[src/rtl/vbg_pkg.sv]
package vbg_pkg;
    typedef enum logic {
        GUARD_SHUT = 1'b0,
        GUARD_OPEN = 1'b1
    } guard_state_t;

    localparam int unsigned LANE_W = 8;
endpackage

[src/rtl/vbg_decode.sv]
module vbg_decode #(
    parameter int unsigned ADDR_W   = 4,
    parameter int unsigned NLANES   = 4,
    parameter int unsigned PROT_IDX = 0,
    parameter int unsigned BASE_IDX = 1,
    parameter int unsigned KEY_LANE = 1,
    parameter logic [7:0]  KEY      = 8'h59
) (
    input  logic [ADDR_W-1:0]     addr,
    input  logic                  wr,
    input  logic [NLANES-1:0]     be,
    input  logic [NLANES*8-1:0]   wdata,
    output logic                  sel_base,
    output logic                  key_hit,
    output logic                  base_wr,
    output logic                  top_touch
);
    localparam int unsigned TOP_LANE = NLANES - 1;

    logic sel_prot;

    always_comb begin
        sel_prot  = (addr == ADDR_W'(PROT_IDX));
        sel_base  = (addr == ADDR_W'(BASE_IDX));
        key_hit   = wr && sel_prot && be[KEY_LANE]
                    && (wdata[KEY_LANE*8 +: 8] == KEY);
        base_wr   = wr && sel_base;
        top_touch = base_wr && be[TOP_LANE];
    end
endmodule

[src/rtl/vbg_lock_fsm.sv]
module vbg_lock_fsm
    import vbg_pkg::*;
(
    input  logic clk,
    input  logic rst_n,
    input  logic key_hit,
    input  logic top_touch,
    output logic unlocked
);
    guard_state_t state_q, state_d;

    // Next-state logic
    always_comb begin
        state_d = state_q;
        unique case (state_q)
            GUARD_SHUT: if (key_hit)   state_d = GUARD_OPEN;  // UNLOCK
            GUARD_OPEN: if (top_touch) state_d = GUARD_SHUT;  // RELOCK
            default:                   state_d = GUARD_SHUT;
        endcase
    end

    // State register
    always_ff @(posedge clk or negedge rst_n) begin
        if (!rst_n) state_q <= GUARD_SHUT;
        else        state_q <= state_d;
    end

    // Outputs
    always_comb begin
        unique case (state_q)
            GUARD_OPEN: unlocked = 1'b1;
            default:    unlocked = 1'b0;
        endcase
    end

    AST_KEY_OPENS: assert property (@(posedge clk) disable iff (!rst_n)
        (key_hit && !unlocked) |=> unlocked);
    AST_TOP_RELOCKS: assert property (@(posedge clk) disable iff (!rst_n)
        (top_touch && unlocked) |=> !unlocked);
    AST_IDLE_HOLDS: assert property (@(posedge clk) disable iff (!rst_n)
        (!key_hit && !top_touch) |=> $stable(unlocked));
endmodule

[src/rtl/vbg_base_reg.sv]
module vbg_base_reg #(
    parameter int unsigned NLANES     = 4,
    parameter int unsigned ALIGN_BITS = 10,
    parameter logic [NLANES*8-1:0] RESET_BASE = 32'h00C0_0000
) (
    input  logic                  clk,
    input  logic                  rst_n,
    input  logic [NLANES-1:0]     lane_we,
    input  logic [NLANES*8-1:0]   wdata,
    output logic [NLANES*8-1:0]   q
);
    localparam int unsigned        W         = NLANES * 8;
    localparam logic [W-1:0]       KEEP_MASK = ~((W'(1) << ALIGN_BITS) - W'(1));
    localparam logic [W-1:0]       RST_VAL   = RESET_BASE & KEEP_MASK;

    logic [W-1:0] store_q;

    for (genvar g = 0; g < NLANES; g++) begin : g_lane
        always_ff @(posedge clk or negedge rst_n) begin
            if (!rst_n)
                store_q[g*8 +: 8] <= RST_VAL[g*8 +: 8];
            else if (lane_we[g])
                store_q[g*8 +: 8] <= wdata[g*8 +: 8] & KEEP_MASK[g*8 +: 8];
        end

        AST_LANE_STILL: assert property (@(posedge clk) disable iff (!rst_n)
            !lane_we[g] |=> $stable(q[g*8 +: 8]));
    end

    assign q = store_q & KEEP_MASK;
endmodule

[src/rtl/vbase_guard.sv]
module vbase_guard #(
    parameter int unsigned ADDR_W     = 4,
    parameter int unsigned NLANES     = 4,
    parameter int unsigned PROT_IDX   = 0,
    parameter int unsigned BASE_IDX   = 1,
    parameter int unsigned KEY_LANE   = 1,
    parameter logic [7:0]  KEY        = 8'h59,
    parameter int unsigned ALIGN_BITS = 10,
    parameter logic [31:0] RESET_BASE = 32'h00C0_0000
) (
    input  logic              clk,
    input  logic              rst_n,
    input  logic [ADDR_W-1:0] bus_addr,
    input  logic              bus_wr,
    input  logic [3:0]        bus_be,
    input  logic [31:0]       bus_wdata,
    output logic [31:0]       bus_rdata,
    output logic [31:0]       vec_base
);
    logic       sel_base;
    logic       key_hit;
    logic       base_wr;
    logic       top_touch;
    logic       unlocked;
    logic [3:0] lane_we;

    vbg_decode #(
        .ADDR_W(ADDR_W), .NLANES(NLANES), .PROT_IDX(PROT_IDX),
        .BASE_IDX(BASE_IDX), .KEY_LANE(KEY_LANE), .KEY(KEY)
    ) u_dec (
        .addr(bus_addr), .wr(bus_wr), .be(bus_be), .wdata(bus_wdata),
        .sel_base(sel_base), .key_hit(key_hit),
        .base_wr(base_wr), .top_touch(top_touch)
    );

    vbg_lock_fsm u_fsm (
        .clk(clk), .rst_n(rst_n), .key_hit(key_hit),
        .top_touch(top_touch), .unlocked(unlocked)
    );

    assign lane_we = {NLANES{base_wr && unlocked}} & bus_be;

    vbg_base_reg #(
        .NLANES(NLANES), .ALIGN_BITS(ALIGN_BITS), .RESET_BASE(RESET_BASE)
    ) u_base (
        .clk(clk), .rst_n(rst_n), .lane_we(lane_we),
        .wdata(bus_wdata), .q(vec_base)
    );

    always_comb begin
        bus_rdata = '0;
        if (sel_base) bus_rdata = vec_base;
    end

    AST_SHUT_IGNORES: assert property (@(posedge clk) disable iff (!rst_n)
        (bus_wr && sel_base && !unlocked) |=> $stable(vec_base));
    AST_ALIGN_ZERO: assert property (@(posedge clk) disable iff (!rst_n)
        vec_base[ALIGN_BITS-1:0] == '0);
    AST_OFF_MAP_QUIET: assert property (@(posedge clk) disable iff (!rst_n)
        (bus_wr && !sel_base) |=> $stable(vec_base));
    AST_PROT_READS_ZERO: assert property (@(posedge clk) disable iff (!rst_n)
        (bus_addr == ADDR_W'(PROT_IDX)) |-> (bus_rdata == '0));
endmodule

[config.mk]
export PLATFORM = sky130hd
export DESIGN_NAME = vbase_guard
export DESIGN_NICKNAME = d
export VERILOG_FILES = /design/src/rtl/vbg_pkg.sv /design/src/rtl/vbg_decode.sv /design/src/rtl/vbg_lock_fsm.sv /design/src/rtl/vbg_base_reg.sv /design/src/rtl/vbase_guard.sv
export SDC_FILE = /design/constraint.sdc
export NUM_CORES = 1
export LEC_CHECK = 0
export BUFFER_PORTS_ARGS = -buffer_cell sky130_fd_sc_hd__buf_2
export CAP_MARGIN = 20
export CORE_ASPECT_RATIO = 0.9
export CORE_MARGIN = 2
export CORE_UTILIZATION = 43
export CTS_BUF_LIST = sky130_fd_sc_hd__clkbuf_8
export DETAILED_ROUTE_END_ITERATION = 8
export PLACE_DENSITY = 0.9
export SLEW_MARGIN = 40
export SYNTH_ARGS = -nofsm -noshare
export SYNTH_HDL_FRONTEND = slang
export SYNTH_SLANG_ARGS = --single-unit
[constraint.sdc]
create_clock -name clk -period 2.9 [get_ports clk]
set_input_delay 0 -clock clk [delete_from_list [all_inputs] [get_ports clk]]
set_output_delay 0 -clock clk [all_outputs]
set_load 0.01 [all_outputs]
Word-level counts from Yosys, hierarchy flattened:

Index checks and enable logic that the tools add are counted.
Widths: inputs -> output; s select.

* multiply operators: 0
* bitwise logic cells: 2
* add/sub/neg operators: 0
* eq/ne operators: 2
* order comparisons: 0
* multiplexer cells: 5
* div/mod/pow operators: 0
* reductions and logical operators: 7
* shifts and indexed selects: 0

Operator list (count)
* $mux 32: 1
* $eq 8x7->1 const B: 1
* $logic_and 1x1->1: 6
* $and 4x4->4: 1
* $eq 4x1->1 const B: 1
* $logic_not 4->1: 1
* $mux 1: 3
* $pmux 1 s2: 1
* $not 1->1: 1

* bits in latches: 0
* memories kept: 0
* word-level logic and storage cells: 20
* register bits: 23
* bits in writable memories: 0
* bits in read-only memories: 0

Depth between registers and ports, before layout:

Gate-level depths: netlist of the first run.

* depth after elaboration: 6
* gate-level depth with buffers: 4
* gate-level depth less buffers: 3

Hierarchy:

Synthesis of the first run repeated with hierarchy kept, for this count alone.

* cells, all modules: 108
* area total of the unflattened synthesis: 1395.1 um2

By module, submodules not included
* vbg_base_reg: instances 1, area an instance 996.0 um2, cells each 58
* vbase_guard: instances 1, area an instance 280.3 um2, cells each 39
* vbg_decode: instances 1, area an instance 80.1 um2, cells each 8
* vbg_lock_fsm: instances 1, area an instance 38.8 um2, cells each 3

Worst setup path before layout of the first run:

OpenSTA, ideal clock, no wires.

* path type: input to register
* start point: in bus_addr[1]
* end point: reg u_base.store_q[24], in the netlist u_base.q[24]
* required time: 2775 ps
* arrival: 1032 ps
* path buffers: 1
* slack: 1743 ps
* stages on the path: 4
* setup time: 125 ps
* cell sequence: nor4b_4 -> and4_4 -> buf_12 -> mux2_4

* cells in the longest elaborated chain, start to end: 4

Ends and longest elaborated chain
* start, declared: RTL line vbase_guard.sv:13 `input logic [ADDR_W-1:0] bus_addr,`
* $eq 4x1->1: RTL line vbg_decode.sv:24 `sel_base = (addr == ADDR_W'(BASE_IDX));`
* $logic_and 1x1->1: RTL line vbg_decode.sv:27 `base_wr = wr && sel_base;`
* $logic_and 1x1->1: RTL line vbase_guard.sv:41 `assign lane_we = {NLANES{base_wr && unlocked}} & bus_be;`
* $and 4x4->4: RTL line vbase_guard.sv:41
* end signal, assigned by index: RTL line vbg_base_reg.sv:21 `store_q[g*8 +: 8] <= RST_VAL[g*8 +: 8];`
* end signal, assigned by index: RTL line vbg_base_reg.sv:23 `store_q[g*8 +: 8] <= wdata[g*8 +: 8] & KEEP_MASK[g*8 +: 8];`
* end, declared: RTL line vbg_base_reg.sv:16 `logic [W-1:0] store_q;`

Every way passes these cells.
A chain may end at the register's enable or synchronous reset.

Final worst setup path of the first run:

* start point: reg u_fsm.state_q
* end point: reg u_base.store_q[13], in the netlist u_base.q[13]

* cells in the longest elaborated chain, start to end: 3

Ends and longest elaborated chain
* start, declared: RTL line vbg_lock_fsm.sv:10 `guard_state_t state_q, state_d;`
* start signal, assigned: RTL line vbg_lock_fsm.sv:25 `else state_q <= state_d;`
* $mux 1: RTL line vbg_lock_fsm.sv:30 `unique case (state_q)`
* $logic_and 1x1->1: RTL line vbase_guard.sv:41
* $and 4x4->4: RTL line vbase_guard.sv:41

Every way passes these cells.

==> results of run 1 <==
-- flip-flops by register name, indices dropped and copies added (netlist names) --
register and count:
u_base.q 22, u_fsm.state_q 1
-- through the flow --
step	std cells	total power, mW
final	244	0.586
after global routing	244	0.611
after CTS	244	0.592
after detailed placement	217	0.378
after global placement	217	0.377
after floorplan	122	0.365
-- worst max path at each step --
stage	to	from	depth (start not counted)	slack (ps)
after detailed placement	u_base.q[13]$_DFFE_PN0P_	bus_addr[1]	4	1540
after global placement	u_base.q[12]$_DFFE_PN0P_	bus_addr[1]	4	1570
after CTS	u_base.q[13]$_DFFE_PN0P_	u_fsm.state_q$_DFF_PN0_	2	1660
final	u_base.q[13]$_DFFE_PN0P_	u_fsm.state_q$_DFF_PN0_	2	1640
after floorplan	u_base.q[24]$_DFFE_PN0P_	bus_addr[1]	4	1740
after global routing	u_base.q[13]$_DFFE_PN0P_	u_fsm.state_q$_DFF_PN0_	2	1620
-- critical path, cell delays in order, from the launching register on --
cell     delay, ps
dfrtp_1        410
and4_1         360
mux2_2         370
-- synth_stat cells, drive strengths merged --
| library cell | count | area share [%] |
|---|---|---|
| mux2 | 22 | 23 |
| and2 | 22 | 10 |
| nor4b | 2 | 2.4 |
| clkbuf | 2 | 0.56 |
| and3b | 1 | 0.66 |
| conb | 1 | 0.28 |
| and4 | 3 | 2.3 |
| and4b | 1 | 0.75 |
| a41oi | 1 | 0.66 |
| dfstp | 2 | 3.9 |
| nor3 | 1 | 0.37 |
| buf | 23 | 15 |
| dfrtp | 21 | 39 |
| nor2 | 1 | 0.28 |
-- kinds of logic (layout without fill, tap and decap cells) --
| kind of cell | Yosys count | count (layout) | synth area share (%) |
|---|---|---|---|
| flip-flops | 23 | 23 | 43.3 |
| AND/OR/NAND/NOR | 31 | 31 | 17.3 |
| AO/OA/AOI/OAI | 1 | 1 | 0.656 |
| buffers and inverters | 25 | 105 | 15.4 |
| multiplexers | 22 | 22 | 23.1 |
| other | 1 | 20 | 0.281 |
-- final cells by class --
class                   count  share of cell area [%]
repair buffers            101                    32.4
flip-flops and latches     23                    30.1
well taps                  42                    2.73
clock buffers               3                    2.15
multi-input cells          74                    32.4
clock inverters             1                   0.195
-- per-layer routing --
| metal | global-route usage, % | vias to the layer above |
|---|---|---|
| met4 | 3.81 | 0 |
| met3 | 3.61 | 2 |
| met2 | 37.0 | 61 |
| met5 | 0 | - |
| met1 | 19.7 | 513 |
| li1 | - | 505 |
-- power breakdown --
| part | total [mW] | switching [mW] | internal, mW |
|---|---|---|---|
| Combinational | 0.0757 | 0.0358 | 0.0399 |
| Clock | 0.189 | 0.0951 | 0.0942 |
| Sequential | 0.321 | 0.000344 | 0.321 |
==> summary.txt, run 1 <==
Maximum vdd drop -> 0.000154 V
Hold Path Cell Cnt -> 4
Ports -> 107
Commonest non-fill, non-tap cell in the layout -> buf_2
DP HPWL -> 2020 um
Clock Latency Late Sink -> 250 ps
Design area -> 1920 sq um
Initial Utilization -> 44.2%
Hold path startpoint -> bus_wdata[9]
Number of fill cells -> 238
NumNets Final -> 246
Syn_area_per_cell -> 13.0 sq um
Placer Congestion -> 0.653
GRT Residual Overflow -> 0
Period Utilization, post-route -> 43.3%
Met3 wire len -> 184 um
Worst reg2reg path depth -> 2
Instance area at placement -> 1650 sq um
Vias -> 1,081
Tightest Pin Transition -> 516 ps
Startpoint types -> register
Worst-path clk slew -> 80 ps
Critical path type -> register to register
Worst setup margin -> 1640 ps
Final min period -> 1260 ps
Static Leak -> 1.12 nW
Synthesized instance count -> 103
Multi-input gate area -> 623 sq um
RSZ-0062 raised after global routing -> false
Max frequency -> 797 MHz
Clock buffer depth -> 2
Num CTS Buffers -> 3
Drt drc -> 0
Total wire length -> 3180 um
DR vias/cell -> 4.43
HP Class -> input pin to register
# setup viols final -> 0
Slew Viols, Final -> 0
Vias in the first global route -> 1,100
Final hold violation count -> 0
Required @ worst endpoint -> 3050 ps
DR WL met2 -> 1770 um
Mapped cell area -> 1340 sq um
Register bit total from synthesis -> 23
Storage element area -> 578 sq um
Slew headroom -> 65.6%
P&R area growth vs syn -> 44.0%
Placement Rows -> 19
Clock Tree Root -> clkbuf_8
Synthesis warning total -> 0
PortBufs -> 77
Hold_buf cts -> 23
Synth cell types -> 19
Largest net degree at the start of global routing -> 24
Worst reg2reg path endpoint -> u_base.q[13]$_DFFE_PN0P_
Place WS -> 1540 ps
Core box area -> 3020 sq um
Status -> finished, final reports clean
Top layer in use -> met4
Commonest cells after routing, fill and taps aside -> 77 x buf_2, 23 x dlygate4sd3_1, 21 x dfrtp_1
Chip height -> 56.9 um
PwrDens -> 305 nW/um^2
Setup TNS -> 0 ps
Iter 0 DRT Violations -> 23
Routed met1 length -> 1220 um
Worst reg-to-reg setup slack -> 1640 ps
Final ANT Viol Nets -> 0
Post-layout util -> 63.7%
Antenna diodes -> 0
Worst hold endpoint -> u_fsm.state_q$_DFF_PN0_
CP Capture Type -> register
CTS sink count -> 23
Crit path max fanout -> 6
Number of antenna violations at the first check in global routing -> 0
Die ar. -> 3570 sq um
WP data arrival -> 1400 ps
Post-CTS setup buffer count -> 0
Worst reg2reg path startpoint -> u_fsm.state_q$_DFF_PN0_
Worst clock skew -> 0.625 ps
All-Layer GR Usage -> 18.4%
Register area share after synthesis -> 43.3%
Share of cells above drive strength 1 -> 54.5%
Die Wd -> 62.7 um
MaxCap Viol Count -> 0
Total iterations of the first detailed-routing run -> 4
Resize count post-CTS -> 0
WL/cell -> 13.0 um
Hold_ws -> 133 ps
H-tree Lvls -> 1
CTS tree -> done
Global-route wire length before repair -> 5090 um
(Power assumes the default switching activity.)
==> run 2, diff against run 1 <==
Settings changed: CORE_UTILIZATION 43 to 40, PLACE_DENSITY 0.9 to 0.85.
Clock period 2.9 ns to 1.2 ns, I/O delays scaled along.
==> run 2 against run 1 <==
Effect of this change:
- combinational power grew 150%
- sequential share of layout area down 0.49 points
- cell area increased by 1.9%
- largest power group unchanged
- largest cell class is now buffers
- clock-buffer cell count did not move
- via count down 0.56%
- first-iteration DRC count is 30% higher
- sequential power up 140%
- utilization down 0.78 points
- die area grew 7.0%
- register-to-register slack lost 1600 ps
- setup slack got worse by 1600 ps
- critical path type unchanged
==> summary.txt, run 2 (synthesized netlist as in run 1, its figures left out) <==
Place WS -> -201 ps
Comb pwr share -> 13.2%
Setup TNS -> 0 ps
P&R area growth vs syn -> 46.7%
RSZ-0062 raised after global routing -> true
Startpoint types -> register
CTS tree -> done
PwrDens -> 728 nW/um^2
Vias -> 1,075
Iter 0 DRT Violations -> 30
HP Class -> input pin to register
Core box area -> 3110 sq um
Worst setup margin -> 20.7 ps
All-Layer GR Usage -> 17.4%
Placer Congestion -> 0.813
Commonest non-fill, non-tap cell in the layout -> buf_2
Drt drc -> 0
Post-layout util -> 62.9%
Crit path max fanout -> 8
Antenna diodes -> 0
Total iterations of the first detailed-routing run -> 3
WL/cell -> 13.7 um
Maximum vdd drop -> 0.000515 V
Die ar. -> 3820 sq um
Cell-internal power -> 1.10 mW
Largest net degree at the start of global routing -> 24
Global-route wire length before repair -> 4930 um
Final ANT Viol Nets -> 0
Worst clock skew -> 5.34 ps
Worst reg2reg path endpoint -> u_base.q[17]$_DFFE_PN0P_
Clock Latency Late Sink -> 260 ps
CP max stage cell -> dfrtp_2
Required @ worst endpoint -> 1350 ps
DR vias/cell -> 4.33
CTS sink count -> 23
Ports -> 107
Hold Path Cell Cnt -> 4
Critical path type -> register to register
Tightest Pin Transition -> 505 ps
Sequential Power Share -> 54.5%
Max frequency -> 848 MHz
Total wire length -> 3400 um
Static Leak -> 1.14 nW
Slew Viols, Final -> 0
Clock Power Share -> 32.3%
Period Utilization, post-route -> 98.3%
PortBufs -> 77
Worst-path clk slew -> 80 ps
DP HPWL -> 2210 um
Worst hold endpoint -> u_fsm.state_q$_DFF_PN0_
Hold path startpoint -> bus_wdata[9]
Critical Path Max Stage Delay -> 410 ps
Share of cells above drive strength 1 -> 56.3%
Switching Fraction -> 22.5%
Final min period -> 1180 ps
Worst reg-to-reg setup slack -> 20 ps
NumNets Final -> 250
Status -> finished, final reports clean
Worst reg2reg path startpoint -> u_fsm.state_q$_DFF_PN0_
Final hold violation count -> 0
Vias in the first global route -> 995
Critical Path, Cell by Cell -> and4_4, mux2_4
Clock Tree Root -> clkbuf_8
Number of antenna violations at the first check in global routing -> 0
# setup viols final -> 0
H-tree Lvls -> 1
Slew headroom -> 66.3%
NetSw -> 0.321 mW
Commonest cells after routing, fill and taps aside -> 77 x buf_2, 23 x dlygate4sd3_1, 20 x and2_1, 20 x conb_1, 20 x dfrtp_1
WP data arrival -> 1330 ps
Clock buffer depth -> 2
Placement Rows -> 19
Worst reg2reg path depth -> 2
Crit path buf inv count -> 0
CP Capture Type -> register
Max FFs per register -> 22
MaxCap Viol Count -> 0
Die Wd -> 64.9 um
GRT Residual Overflow -> 0
Chip height -> 58.8 um
Critical path's top delay family -> flip-flops
Initial Utilization -> 42.9%
Num CTS Buffers -> 3
run 2: cell count changes in the layout (fill, tap and decap cells not counted), sizes merged:
cell | before | now
buf | 78 | 81
and4 | 3 | 4
run 2: what timing repair did:
item / CTS / global route
endpoints found under the hold margin: 43 / 0
hold buffers: 23 / 0
resized for setup: 1 / 2
setup endpoints to repair: 6 / 19
pin swaps: 0 / 1
gates cloned: 0 / 1
setup buffers: 0 / 1
run 2: worst min-delay path, cell delays in order:
cell and delay [ps]:
buf_2 80, nor4b_1 40, a41oi_1 170, nor2_1 50
run 2: worst max path at each step:
stage	depth (start not counted)	from	end	slack, ps
4_1_cts	2	u_fsm.state_q$_DFF_PN0_	u_base.q[31]$_DFFE_PN0P_	10
6_report	2	u_fsm.state_q$_DFF_PN0_	u_base.q[17]$_DFFE_PN0P_	20
3_5_place_dp	4	bus_addr[1]	u_base.q[11]$_DFFE_PN0P_	-200
5_1_grt	2	u_fsm.state_q$_DFF_PN0_	u_base.q[20]$_DFFE_PN0P_	-20
3_3_place_gp	4	bus_addr[1]	u_base.q[15]$_DFFE_PN0P_	-150
2_1_floorplan	4	bus_addr[1]	u_base.q[24]$_DFFE_PN0P_	40
run 2: cell type report:
cell class / count / area [sq um]
repair buffers: 104 / 646
flip-flops and latches: 23 / 579
multi-input cells: 75 / 636
well taps: 42 / 52.6
clock inverters: 1 / 3.75
fillers: 251 / 1160
clock buffers: 3 / 41.3
run 2: per-layer routing:
metal | up-vias | wire length, um | global-route usage [%]
li1 | 519 | - | -
met5 | - | 0 | 0
met1 | 493 | 1380 | 21.1
met4 | 0 | 50 | 5.78
met3 | 4 | 323 | 5.93
met2 | 59 | 1640 | 29.3
run 2: through the flow:
stage	cells	hold slack (ps)	total power, mW	cell area, sq um
after floorplan	122	-296	0.881	1410
after global placement	219	-13.2	0.914	1660
after detailed placement	219	-3.12	0.917	1660
after CTS	246	101	1.44	1940
after global routing	248	137	1.49	1960
final	248	103	1.42	1960
run 2: power by group through the flow:
stage	Combinational [mW]	Clock, mW	Sequential [mW]
finish	0.189	0.460	0.777
global placement	0.122	0	0.792
floorplan	0.0892	0	0.792
detailed placement	0.125	0	0.792
global route	0.205	0.512	0.777
CTS	0.184	0.475	0.777
